**src/rtl/twi_pkg.sv**
```systemverilog
`timescale 1ns/1ps
package twi_pkg;

    localparam int BYTE_W = 8;

    typedef enum logic [3:0] {
        ST_IDLE,
        ST_ADDR,
        ST_ADDR_ACK,
        ST_SUB,
        ST_SUB_ACK,
        ST_WR,
        ST_WR_ACK,
        ST_TX,
        ST_MACK
    } twi_state_e;

endpackage

```
**src/rtl/twi_line_sync.sv**
```systemverilog
`timescale 1ns/1ps
module twi_line_sync #(
    parameter int STAGES = 2
) (
    input  logic clk,
    input  logic rst_n,
    input  logic scl_i,
    input  logic sda_i,
    output logic scl_lvl,
    output logic sda_lvl,
    output logic scl_rise,
    output logic scl_fall,
    output logic start_det,
    output logic stop_det
);

    typedef struct packed {
        logic [STAGES-1:0] scl_sh;
        logic [STAGES-1:0] sda_sh;
        logic              scl_p;
        logic              sda_p;
    } sync_t;

    sync_t q, d;

    always_comb begin
        d        = q;
        d.scl_sh = {q.scl_sh[STAGES-2:0], scl_i};
        d.sda_sh = {q.sda_sh[STAGES-2:0], sda_i};
        d.scl_p  = q.scl_sh[STAGES-1];
        d.sda_p  = q.sda_sh[STAGES-1];
    end

    always_ff @(posedge clk or negedge rst_n) begin
        if (!rst_n) begin
            q <= '1;
        end else begin
            q <= d;
        end
    end

    assign scl_lvl   = q.scl_sh[STAGES-1];
    assign sda_lvl   = q.sda_sh[STAGES-1];
    assign scl_rise  = scl_lvl & ~q.scl_p;
    assign scl_fall  = ~scl_lvl & q.scl_p;
    assign start_det = scl_lvl & q.scl_p & q.sda_p & ~sda_lvl;
    assign stop_det  = scl_lvl & q.scl_p & ~q.sda_p & sda_lvl;

endmodule

```
**src/rtl/twi_regbank.sv**
```systemverilog
`timescale 1ns/1ps
module twi_regbank #(
    parameter int               DEPTH      = 16,
    parameter logic [DEPTH-1:0] VALID_MASK = '1,
    parameter int               AW         = 5
) (
    input  logic          clk,
    input  logic          rst_n,
    input  logic          wr_en,
    input  logic [AW-1:0] wr_addr,
    input  logic [7:0]    wr_data,
    input  logic [AW-1:0] rd_addr,
    output logic [7:0]    rd_data
);

    localparam logic [AW-1:0] TOP_P = AW'(DEPTH - 1);

    logic [7:0]    ents [DEPTH];
    logic [AW-1:0] rd_idx;

    for (genvar i = 0; i < DEPTH; i++) begin : g_ent
        if (VALID_MASK[i]) begin : g_store
            logic [7:0] val_d, val_q;
            always_comb begin
                val_d = val_q;
                if (wr_en && wr_addr == AW'(i)) begin
                    val_d = wr_data;
                end
            end
            always_ff @(posedge clk or negedge rst_n) begin
                if (!rst_n) begin
                    val_q <= '0;
                end else begin
                    val_q <= val_d;
                end
            end
            assign ents[i] = val_q;
        end else begin : g_hole
            assign ents[i] = '0;
        end
    end

    always_comb begin
        rd_idx  = (rd_addr > TOP_P) ? TOP_P : rd_addr;
        rd_data = ents[rd_idx];
    end

    // the controller never issues a store beyond the top entry
    p_store_in_range_r8: assert property (@(posedge clk) disable iff (!rst_n)
        wr_en |-> (wr_addr <= TOP_P));

endmodule

```
**src/rtl/twi_slave_ctrl.sv**
```systemverilog
`timescale 1ns/1ps
module twi_slave_ctrl
    import twi_pkg::*;
#(
    parameter logic [6:0]       DEV_ADDR   = 7'h2A,
    parameter int               DEPTH      = 16,
    parameter logic [DEPTH-1:0] VALID_MASK = '1,
    parameter int               AW         = 5
) (
    input  logic          clk,
    input  logic          rst_n,
    input  logic          scl_lvl,
    input  logic          sda_lvl,
    input  logic          scl_rise,
    input  logic          scl_fall,
    input  logic          start_det,
    input  logic          stop_det,
    input  logic [7:0]    rd_data,
    output logic [AW-1:0] rd_addr,
    output logic          wr_en,
    output logic [AW-1:0] wr_addr,
    output logic [7:0]    wr_data,
    output logic          sda_oe
);

    localparam int            IW     = AW - 1;
    localparam logic [AW-1:0] TOP_P  = AW'(DEPTH - 1);
    localparam logic [AW-1:0] LIM_P  = AW'(DEPTH);
    localparam logic [7:0]    DEPTH8 = 8'(DEPTH);

    typedef struct packed {
        twi_state_e    st;
        logic [3:0]    cnt;
        logic [7:0]    sh;
        logic          rw;
        logic          mack;
        logic          oe;
        logic [AW-1:0] ptr;
    } ctrl_t;

    ctrl_t q, d;

    logic          sub_ok;
    logic [AW-1:0] ptr_inc;

    always_comb begin
        sub_ok  = (q.sh < DEPTH8) && VALID_MASK[q.sh[IW-1:0]];
        ptr_inc = (q.ptr >= LIM_P) ? LIM_P : q.ptr + AW'(1);
    end

    always_comb begin
        d       = q;
        wr_en   = 1'b0;
        wr_addr = q.ptr;
        wr_data = q.sh;
        if (start_det) begin
            d.st  = ST_ADDR;
            d.cnt = '0;
            d.oe  = 1'b0;
        end else if (stop_det) begin
            d.st  = ST_IDLE;
            d.cnt = '0;
            d.oe  = 1'b0;
        end else begin
            unique case (q.st)
                ST_ADDR, ST_SUB, ST_WR: begin
                    if (scl_rise && q.cnt < 4'd8) begin
                        d.sh  = {q.sh[6:0], sda_lvl};
                        d.cnt = q.cnt + 4'd1;
                    end else if (scl_fall && q.cnt == 4'd8) begin
                        d.cnt = '0;
                        d.st  = ST_IDLE;
                        if (q.st == ST_ADDR) begin
                            if (q.sh[7:1] == DEV_ADDR) begin
                                d.rw = q.sh[0];
                                d.oe = 1'b1;
                                d.st = ST_ADDR_ACK;
                            end
                        end else if (q.st == ST_SUB) begin
                            if (sub_ok) begin
                                d.ptr = {1'b0, q.sh[IW-1:0]};
                                d.oe  = 1'b1;
                                d.st  = ST_SUB_ACK;
                            end
                        end else begin
                            if (q.ptr <= TOP_P) begin
                                wr_en = 1'b1;
                                d.ptr = ptr_inc;
                                d.oe  = 1'b1;
                                d.st  = ST_WR_ACK;
                            end
                        end
                    end
                end
                ST_ADDR_ACK, ST_SUB_ACK, ST_WR_ACK: begin
                    if (scl_fall) begin
                        d.oe  = 1'b0;
                        d.cnt = '0;
                        if (q.st == ST_ADDR_ACK && q.rw) begin
                            d.sh  = {rd_data[6:0], 1'b0};
                            d.oe  = ~rd_data[7];
                            d.ptr = ptr_inc;
                            d.st  = ST_TX;
                        end else if (q.st == ST_ADDR_ACK) begin
                            d.st = ST_SUB;
                        end else begin
                            d.st = ST_WR;
                        end
                    end
                end
                ST_TX: begin
                    if (scl_rise) begin
                        d.cnt = q.cnt + 4'd1;
                    end else if (scl_fall) begin
                        if (q.cnt == 4'd8) begin
                            d.oe = 1'b0;
                            d.st = ST_MACK;
                        end else begin
                            d.oe = ~q.sh[7];
                            d.sh = {q.sh[6:0], 1'b0};
                        end
                    end
                end
                ST_MACK: begin
                    if (scl_rise) begin
                        d.mack = sda_lvl;
                        d.cnt  = 4'd9;
                    end else if (scl_fall && q.cnt == 4'd9) begin
                        d.cnt = '0;
                        if (q.mack) begin
                            d.st = ST_IDLE;
                        end else begin
                            d.sh  = {rd_data[6:0], 1'b0};
                            d.oe  = ~rd_data[7];
                            d.ptr = ptr_inc;
                            d.st  = ST_TX;
                        end
                    end
                end
                default: ;
            endcase
        end
    end

    always_ff @(posedge clk or negedge rst_n) begin
        if (!rst_n) begin
            q <= '{st: ST_IDLE, cnt: '0, sh: '0, rw: 1'b0,
                   mack: 1'b0, oe: 1'b0, ptr: '0};
        end else begin
            q <= d;
        end
    end

    assign rd_addr = q.ptr;
    assign sda_oe  = q.oe;

    // drive may only begin while the clock line is low
    p_drive_on_low_r4: assert property (@(posedge clk) disable iff (!rst_n)
        $rose(q.oe) |-> !$past(scl_lvl));

    // stop always lands in idle
    p_stop_idles_r2: assert property (@(posedge clk) disable iff (!rst_n)
        stop_det |=> (q.st == ST_IDLE));

    // start always restarts address reception
    p_start_restarts_r2: assert property (@(posedge clk) disable iff (!rst_n)
        start_det |=> (q.st == ST_ADDR && q.cnt == 4'd0));

    // idle never pulls the line
    p_idle_released_r11: assert property (@(posedge clk) disable iff (!rst_n)
        (q.st == ST_IDLE) |-> !q.oe);

    // pointer never runs beyond one past the top entry
    p_ptr_bounded_r10: assert property (@(posedge clk) disable iff (!rst_n)
        q.ptr <= LIM_P);

endmodule

```
**src/rtl/twi_regfile_slave.sv**
```systemverilog
`timescale 1ns/1ps
module twi_regfile_slave #(
    parameter logic [6:0]       DEV_ADDR    = 7'h2A,
    parameter int               DEPTH       = 16,
    parameter logic [DEPTH-1:0] VALID_MASK  = 16'hEFFF,
    parameter int               SYNC_STAGES = 2
) (
    input  logic clk,
    input  logic rst_n,
    input  logic scl_i,
    input  logic sda_i,
    output logic sda_oe
);

    localparam int AW = $clog2(DEPTH) + 1;

    logic          scl_lvl, sda_lvl, scl_rise, scl_fall, start_det, stop_det;
    logic          wr_en;
    logic [AW-1:0] wr_addr, rd_addr;
    logic [7:0]    wr_data, rd_data;

    twi_line_sync #(
        .STAGES(SYNC_STAGES)
    ) u_sync (
        .clk      (clk),
        .rst_n    (rst_n),
        .scl_i    (scl_i),
        .sda_i    (sda_i),
        .scl_lvl  (scl_lvl),
        .sda_lvl  (sda_lvl),
        .scl_rise (scl_rise),
        .scl_fall (scl_fall),
        .start_det(start_det),
        .stop_det (stop_det)
    );

    twi_slave_ctrl #(
        .DEV_ADDR  (DEV_ADDR),
        .DEPTH     (DEPTH),
        .VALID_MASK(VALID_MASK),
        .AW        (AW)
    ) u_ctrl (
        .clk      (clk),
        .rst_n    (rst_n),
        .scl_lvl  (scl_lvl),
        .sda_lvl  (sda_lvl),
        .scl_rise (scl_rise),
        .scl_fall (scl_fall),
        .start_det(start_det),
        .stop_det (stop_det),
        .rd_data  (rd_data),
        .rd_addr  (rd_addr),
        .wr_en    (wr_en),
        .wr_addr  (wr_addr),
        .wr_data  (wr_data),
        .sda_oe   (sda_oe)
    );

    twi_regbank #(
        .DEPTH     (DEPTH),
        .VALID_MASK(VALID_MASK),
        .AW        (AW)
    ) u_bank (
        .clk    (clk),
        .rst_n  (rst_n),
        .wr_en  (wr_en),
        .wr_addr(wr_addr),
        .wr_data(wr_data),
        .rd_addr(rd_addr),
        .rd_data(rd_data)
    );

endmodule

```
**config.mk**
```make
export PLATFORM = sky130hd
export DESIGN_NAME = twi_regfile_slave
export DESIGN_NICKNAME = d
export VERILOG_FILES = /design/src/rtl/twi_pkg.sv /design/src/rtl/twi_line_sync.sv /design/src/rtl/twi_regbank.sv /design/src/rtl/twi_slave_ctrl.sv /design/src/rtl/twi_regfile_slave.sv
export SDC_FILE = /design/constraint.sdc
export NUM_CORES = 1
export LEC_CHECK = 0
export BUFFER_PORTS_ARGS = -buffer_cell sky130_fd_sc_hd__buf_2
export CORE_MARGIN = 2
export CORE_UTILIZATION = 60
export DETAILED_ROUTE_END_ITERATION = 16
export GPL_ROUTABILITY_DRIVEN = 0
export PLACE_DENSITY = 0.87
export SYNTH_ARGS = -nofsm -noshare
export SYNTH_HDL_FRONTEND = slang
export SYNTH_SLANG_ARGS = --single-unit
export TNS_END_PERCENT = 10
```
**constraint.sdc**
```tcl
create_clock -name clk -period 3.2 [get_ports clk]
set_clock_uncertainty 0.15 [all_clocks]
set_input_delay 0.16 -clock clk [delete_from_list [all_inputs] [get_ports clk]]
set_output_delay 0.16 -clock clk [all_outputs]
set_load 0.01 [all_outputs]
```
# == Word level (Yosys, flattened, before mapping) ==
# Memory sizes are Yosys's and may differ from the RTL's.
# Cells that the tools add are included.
# op_classes
bitwise,17
n_mux,63
n_addsub,2
eq_ne,54
n_reduce_logical,33
n_lt_le_gt_ge,7
# ops
operator,count
8-bit two-way mux,12
16-bit case mux with 4 select lines,1
6-bit two-way mux,10
4-bit two-way mux,9
"5-bit by 4-bit equality test with 1-bit output, second input constant",7
8-bit binary-select mux with 4-bit select,1
16-bit two-way mux,2
"4-bit by 3-bit != test with 1-bit output, second input constant",6
12-bit AND reduction,2
"5-bit by 3-bit equality test with 1-bit output, second input constant",4
1-bit logical AND,20
3-bit two-way mux,6
"4-bit by 3-bit equality test with 1-bit output, second input constant",4
1-bit two-way mux,16
"4-bit != test, second input constant",4
5-bit two-way mux,3
5-bit case mux with 3 select lines,1
13-bit AND reduction,1
"4-bit equality test, second input constant",3
"2-bit by 1-bit != test with 1-bit output, second input constant",6
"2-bit != test, second input constant",6
"5-bit by 2-bit equality test with 1-bit output, second input constant",2
"5-bit by 3-bit != test with 1-bit output, second input constant",2
1-bit NOT,9
31 further kinds,39
# word_totals
n_memories,1
reg_bits,150
input_bits,4
output_inout_bits,1
mem_bits_ro,16
wordCells,203
# memory_table
name,words,width,read_ports,rd_clocked_by_memory_dff,wr,line,text
(name not given),16,1,1,0,0,twi_slave_ctrl.sv:47,sub_ok = (q.sh < DEPTH8) && VALID_MASK[q.sh[IW-1:0]];

# == Logic depth before layout (Yosys ltp) ==
# depth
ltp_word,13
depth_mapped,9
depth_no_buf,7

# == Modules after synthesis ==
# A second synthesis with hierarchy kept.
# hier_totals
hier_cells,669
hier_area_um2,8016.4
# modules_own_cells
mod,area_each_um2,n_inst,cells_each
twi_regbank,5705.5,1,417
twi_slave_ctrl,2120.8,1,242
twi_line_sync,190.2,1,10

# == Worst setup path after synthesis ==
# No wires, ideal clock.
# synth_timing
kind,register to register
startpoint,register u_sync.q (netlist bit u_sync.scl_lvl)
endpoint,register u_ctrl.q (netlist bit u_ctrl.wr_data[5])
setup_time_ns,0.125
path_slack_ns,0.710
path_buffers,1
t_arrival_ns,2.215
path_stages_with_launch,7
required_ns,2.925
period_less_slack_ns,2.490
cell_sequence,dfstp_2 or3b_1 and3_4 a221o_1 or3_1 buf_6 mux2_4
# synth_via
elab_chain_len,5
word_cells_on_any_way,19
classes_between,eq/ne (6); bitwise (10); reduce/logical (3)
# synth_lines
item,line,text
"start, declared",twi_line_sync.sv:24,"sync_t q, d;"
"start signal, assigned",twi_line_sync.sv:36,q <= '1;
"start signal, assigned",twi_line_sync.sv:38,q <= d;
1-bit AND / 1-bit NOT (equally long branches),"twi_line_sync.sv:46, twi_line_sync.sv:47, twi_line_sync.sv:45",
"1-bit AND, on equally long branches","twi_line_sync.sv:47, twi_line_sync.sv:45, twi_line_sync.sv:46",
"1-bit AND, or another cell as far along",twi_line_sync.sv:47,assign stop_det = scl_lvl & q.scl_p & ~q.sda_p & sda_lvl;
1-bit NOT (no source line) / 2-bit by 1-bit != test with 1-bit output (equally long branches),n/a,
12-bit AND reduction (no source line) *,n/a,
"end signal, assigned",twi_slave_ctrl.sv:147,"q <= '{st: ST_IDLE, cnt: '0, sh: '0, rw: 1'b0,"
"end, declared",twi_slave_ctrl.sv:41,"ctrl_t q, d;"
# Mark *: on every way between the ends. The rest lies on a longest branch, timed or not.
# A chain may end at the register's enable or synchronous reset.

# == Worst setup path in the final report ==
# layout_timing
startpoint,register u_ctrl.q (netlist bit u_ctrl.rd_addr[0])
endpoint,register u_bank.g_ent[4].g_store.val_q[6]
# layout_via
elab_chain_len,10
word_cells_on_any_way,11
classes_between,order compare (1); eq/ne (1); mux (8); reduce/logical (1)
# layout_lines
item,line,text
5-bit by 4-bit <= comparator with 1-bit output,twi_slave_ctrl.sv:86,if (q.ptr <= TOP_P) begin
1-bit two-way mux,twi_slave_ctrl.sv:86,
1-bit two-way mux,twi_slave_ctrl.sv:79,end else if (q.st == ST_SUB) begin
1-bit two-way mux,twi_slave_ctrl.sv:73,if (q.st == ST_ADDR) begin
1-bit two-way mux,twi_slave_ctrl.sv:70,end else if (scl_fall && q.cnt == 4'd8) begin
1-bit two-way mux,twi_slave_ctrl.sv:67,if (scl_rise && q.cnt < 4'd8) begin
1-bit two-way mux,twi_slave_ctrl.sv:65,unique case (q.st)
1-bit two-way mux,twi_slave_ctrl.sv:60,end else if (stop_det) begin
1-bit two-way mux,twi_slave_ctrl.sv:56,if (start_det) begin
1-bit logical AND *,twi_regbank.sv:26,if (wr_en && wr_addr == AW'(i)) begin
"end signal, assigned",twi_regbank.sv:34,val_q <= val_d;
"end, declared",twi_regbank.sv:23,"logic [7:0] val_d, val_q;"
# Marks and branches as above.

==> metrics <==
Power Density 716 mW/mm²; post-route ant nets 0; min-delay worst type in -> async; sw frac 0.381; syn_nets between 600 and 700; Detailed Place HPWL approximately 12,000 µm; Core Area 0.0127 mm²; DRT Wirelength 18,900 µm; Nets 656; DRT Pass-1 Iters 6; Hold Violations, Final 0; unique cell type count in the Yosys netlist slightly below 80; CTS tree yes; WP data required ~3.4 ns; fmax 0.335 GHz; first-pass GRT wire length 30,900 µm; Die Area about 0.014 mm²; status complete, no violations; Worst VDD drop approximately 0.0005 V; grt ovf 0; via count between 5,000 and 6,000; dominant synthesized flop cell dfrtp_1; Sum Neg Setup Slack 0 ns; fin crit period 2.99 ns; Flop pwr share 0.357; share of the synthesized area in the top cell type 0.461; Setup crit start kind register; Initial Utilization 0.617; Reg clk slew, reported paths 0.06 ns; H-tree depth 4; routed length per placed instance 22.7 µm; I/O Pins 5; vias per cell 6.74; initial drt markers 730; root buffer cell clkbuf_16; arrival time worst endpoint 3.17 ns; MaxCap Viol Count 0; asr flop ratio synth 1.00; Setup Crit Path Kind reg -> reg; ANT cells 0; Combinational Power Share 0.335; fraction of layout cells with a size suffix above 1 0.353; synthesized area 0.00781 mm²; syn avg cell area 12.1 µm²; CTS sink cnt 150; clk buf depth 2; most frequent cells in the layout dfrtp_1 (143), mux2_2 (131), buf_4 (25), nor2_1 (24), nand2_1 (20); RSZ-0062 raised after global routing false; worst-margin pin slew roughly 0.93 ns; vias in the first global route ~5,800; Clk network pwr share 0.308; Synth area leader dfrtp_1; Setup crit end kind register; LEAKAGE 0.00396 µW; Worst-Skew Late Latency 0.45 ns; switching power total roughly 2400 µW; Setup violations, final 0; fin. max-slew vios 0; sequential area share after synthesis 0.481; largest net degree at the start of global routing 102; #FFs+latches synth 150; Crit Path Max Fanout 20; num rows 41; Max transition margin 0.380; Chip Height 118 µm; Buffers on Ports 4; clock buffer count from CTS 17; tightest hold margin 0.207 ns; final worst-path cycle share 0.933; Syn Inst Count 648; drc violations 0; top cells by area, synth dfrtp_1 (46%), mux2_2 (19%), mux4_2 (4.3%); initial antenna violation count 0; yosys synthesis warning count 0; commonest non-fill, non-tap cell in the layout dfrtp_1; Tot GR Track Use 0.286; Synth-to-Final Area Change 10.3%; Post-synth EDFFs 0; Die Width approximately 120 µm; Internal Power 3820 µW
## final cells by class
type,count,area (µm²)
fillers,881,4060
well taps,172,215
clock inverters,11,92.6
inverters,7,26.3
multi-input cells,437,3800
flip-flops and latches,150,3760
clock buffers,21,470
repair buffers,32,244
## worst max-delay path, stage by stage, from the launching register on
cell,delay (ns)
dfrtp_2,0.57
ha_1,0.37
o21ai_0,0.59
nor2_1,0.13
buf_4,0.21
nand3_1,0.43
mux2_2,0.40
## registers in the layout, indices dropped and copies added (netlist names)
signal                      flops
u_ctrl.wr_data                  8
u_sync.q                        2
u_sync.d                        2
u_ctrl.sda_oe                   1
u_ctrl.rd_addr                  5
u_sync.sda_lvl                  1
u_bank.g_ent.g_store.val_q    120
u_sync.scl_lvl                  1
u_ctrl.q                       10
## per-stage QoR
stage	cell area [µm²]	setup WS, ns	cells	util	power, µW
4_1_cts	8620	0.302	830	0.680	6120
2_1_floorplan	7810	0.710	648	-	3650
6_report	8620	0.213	830	0.680	6170
3_3_place_gp	8020	0.390	795	0.633	4130
5_1_grt	8620	0.0581	830	0.680	6430
3_5_place_dp	8020	0.306	795	0.633	4210
## what timing repair did
item                                   in CTS  in global routing
setup buffers                               0                  0
hold buffers                                3                  0
endpoints found under the hold margin      97                  0
gates resized for setup                     0                  0
## power by group through the flow
stage	logic, µW	clock network, µW	registers [µW]
floorplan	1570	0	2080
global route	2230	1980	2220
global placement	1910	0	2220
finish	2070	1900	2200
CTS	2010	1910	2190
detailed placement	1990	0	2230
## synth_stat cells (3+ instances only)
| cell | instances |
|---|---|
| a221oi_1 | 9 |
| o2bb2ai_1 | 5 |
| o211ai_1 | 10 |
| buf_2 | 9 |
| nand2_1 | 20 |
| and3_1 | 5 |
| nand4b_1 | 3 |
| nor3_1 | 9 |
| a22oi_1 | 7 |
| ha_1 | 7 |
| a32o_1 | 3 |
| mux4_2 | 15 |
| nand4_1 | 7 |
| nor4_1 | 3 |
| nor2_1 | 24 |
| o21a_1 | 8 |
| or2_2 | 4 |
| a211oi_1 | 10 |
| inv_1 | 7 |
| dfstp_2 | 6 |
| a21oi_1 | 17 |
| nor2b_1 | 12 |
| a31oi_1 | 4 |
| nand3b_1 | 6 |
| nand3_1 | 19 |
| mux2_2 | 131 |
| o31ai_1 | 12 |
| mux2i_1 | 3 |
| clkbuf_1 | 41 |
| o21ba_2 | 3 |
| o21ai_0 | 15 |
| dfrtp_1 | 144 |
| nor3b_1 | 5 |
| nand2b_1 | 8 |
| buf_1 | 3 |
## cells by family (layout without fill, tap and decap cells)
logic type	count (synthesis)	after routing	synth area share
multiplexers	151	151	0.240
flip-flops	150	150	0.481
AND/OR/NAND/NOR	143	143	0.106
AO/OA/AOI/OAI	134	134	0.128
buffers and inverters	61	71	0.0317
adder cells (fa/ha/maj)	7	7	0.0112
XOR/XNOR	2	2	0.00224
## path summary, 6_finish.rpt
check | startpoint | endpoint | slack (ns) | depth (start not counted)
min in group clk | u_sync.d[3]$_DFF_PN1_ | u_sync.sda_lvl$_DFF_PN1_ | 0.21 | 0
worst max register to register | u_ctrl.rd_addr[0]$_DFFE_PN0P_ | u_bank.g_ent[4].g_store.val_q[6]$_DFFE_PN0P_ | 0.21 | 6
worst max-delay path | u_ctrl.rd_addr[0]$_DFFE_PN0P_ | u_bank.g_ent[4].g_store.val_q[6]$_DFFE_PN0P_ | 0.21 | 6
worst min-delay path | rst_n | u_bank.g_ent[5].g_store.val_q[3]$_DFFE_PN0P_ | 0.21 | 2
max in group asynchronous | rst_n | u_bank.g_ent[8].g_store.val_q[1]$_DFFE_PN0P_ | 1.74 | 3
worst min register to register | u_sync.d[3]$_DFF_PN1_ | u_sync.sda_lvl$_DFF_PN1_ | 0.21 | 0
## routing by layer
metal,part of all wire,GRT usage
met1,0.41,0.368
met2,0.48,0.454
met3,0.068,0.0732
met4,0.040,0.136
met5,0,0
Note: power is estimated with default switching activity, not from simulation.
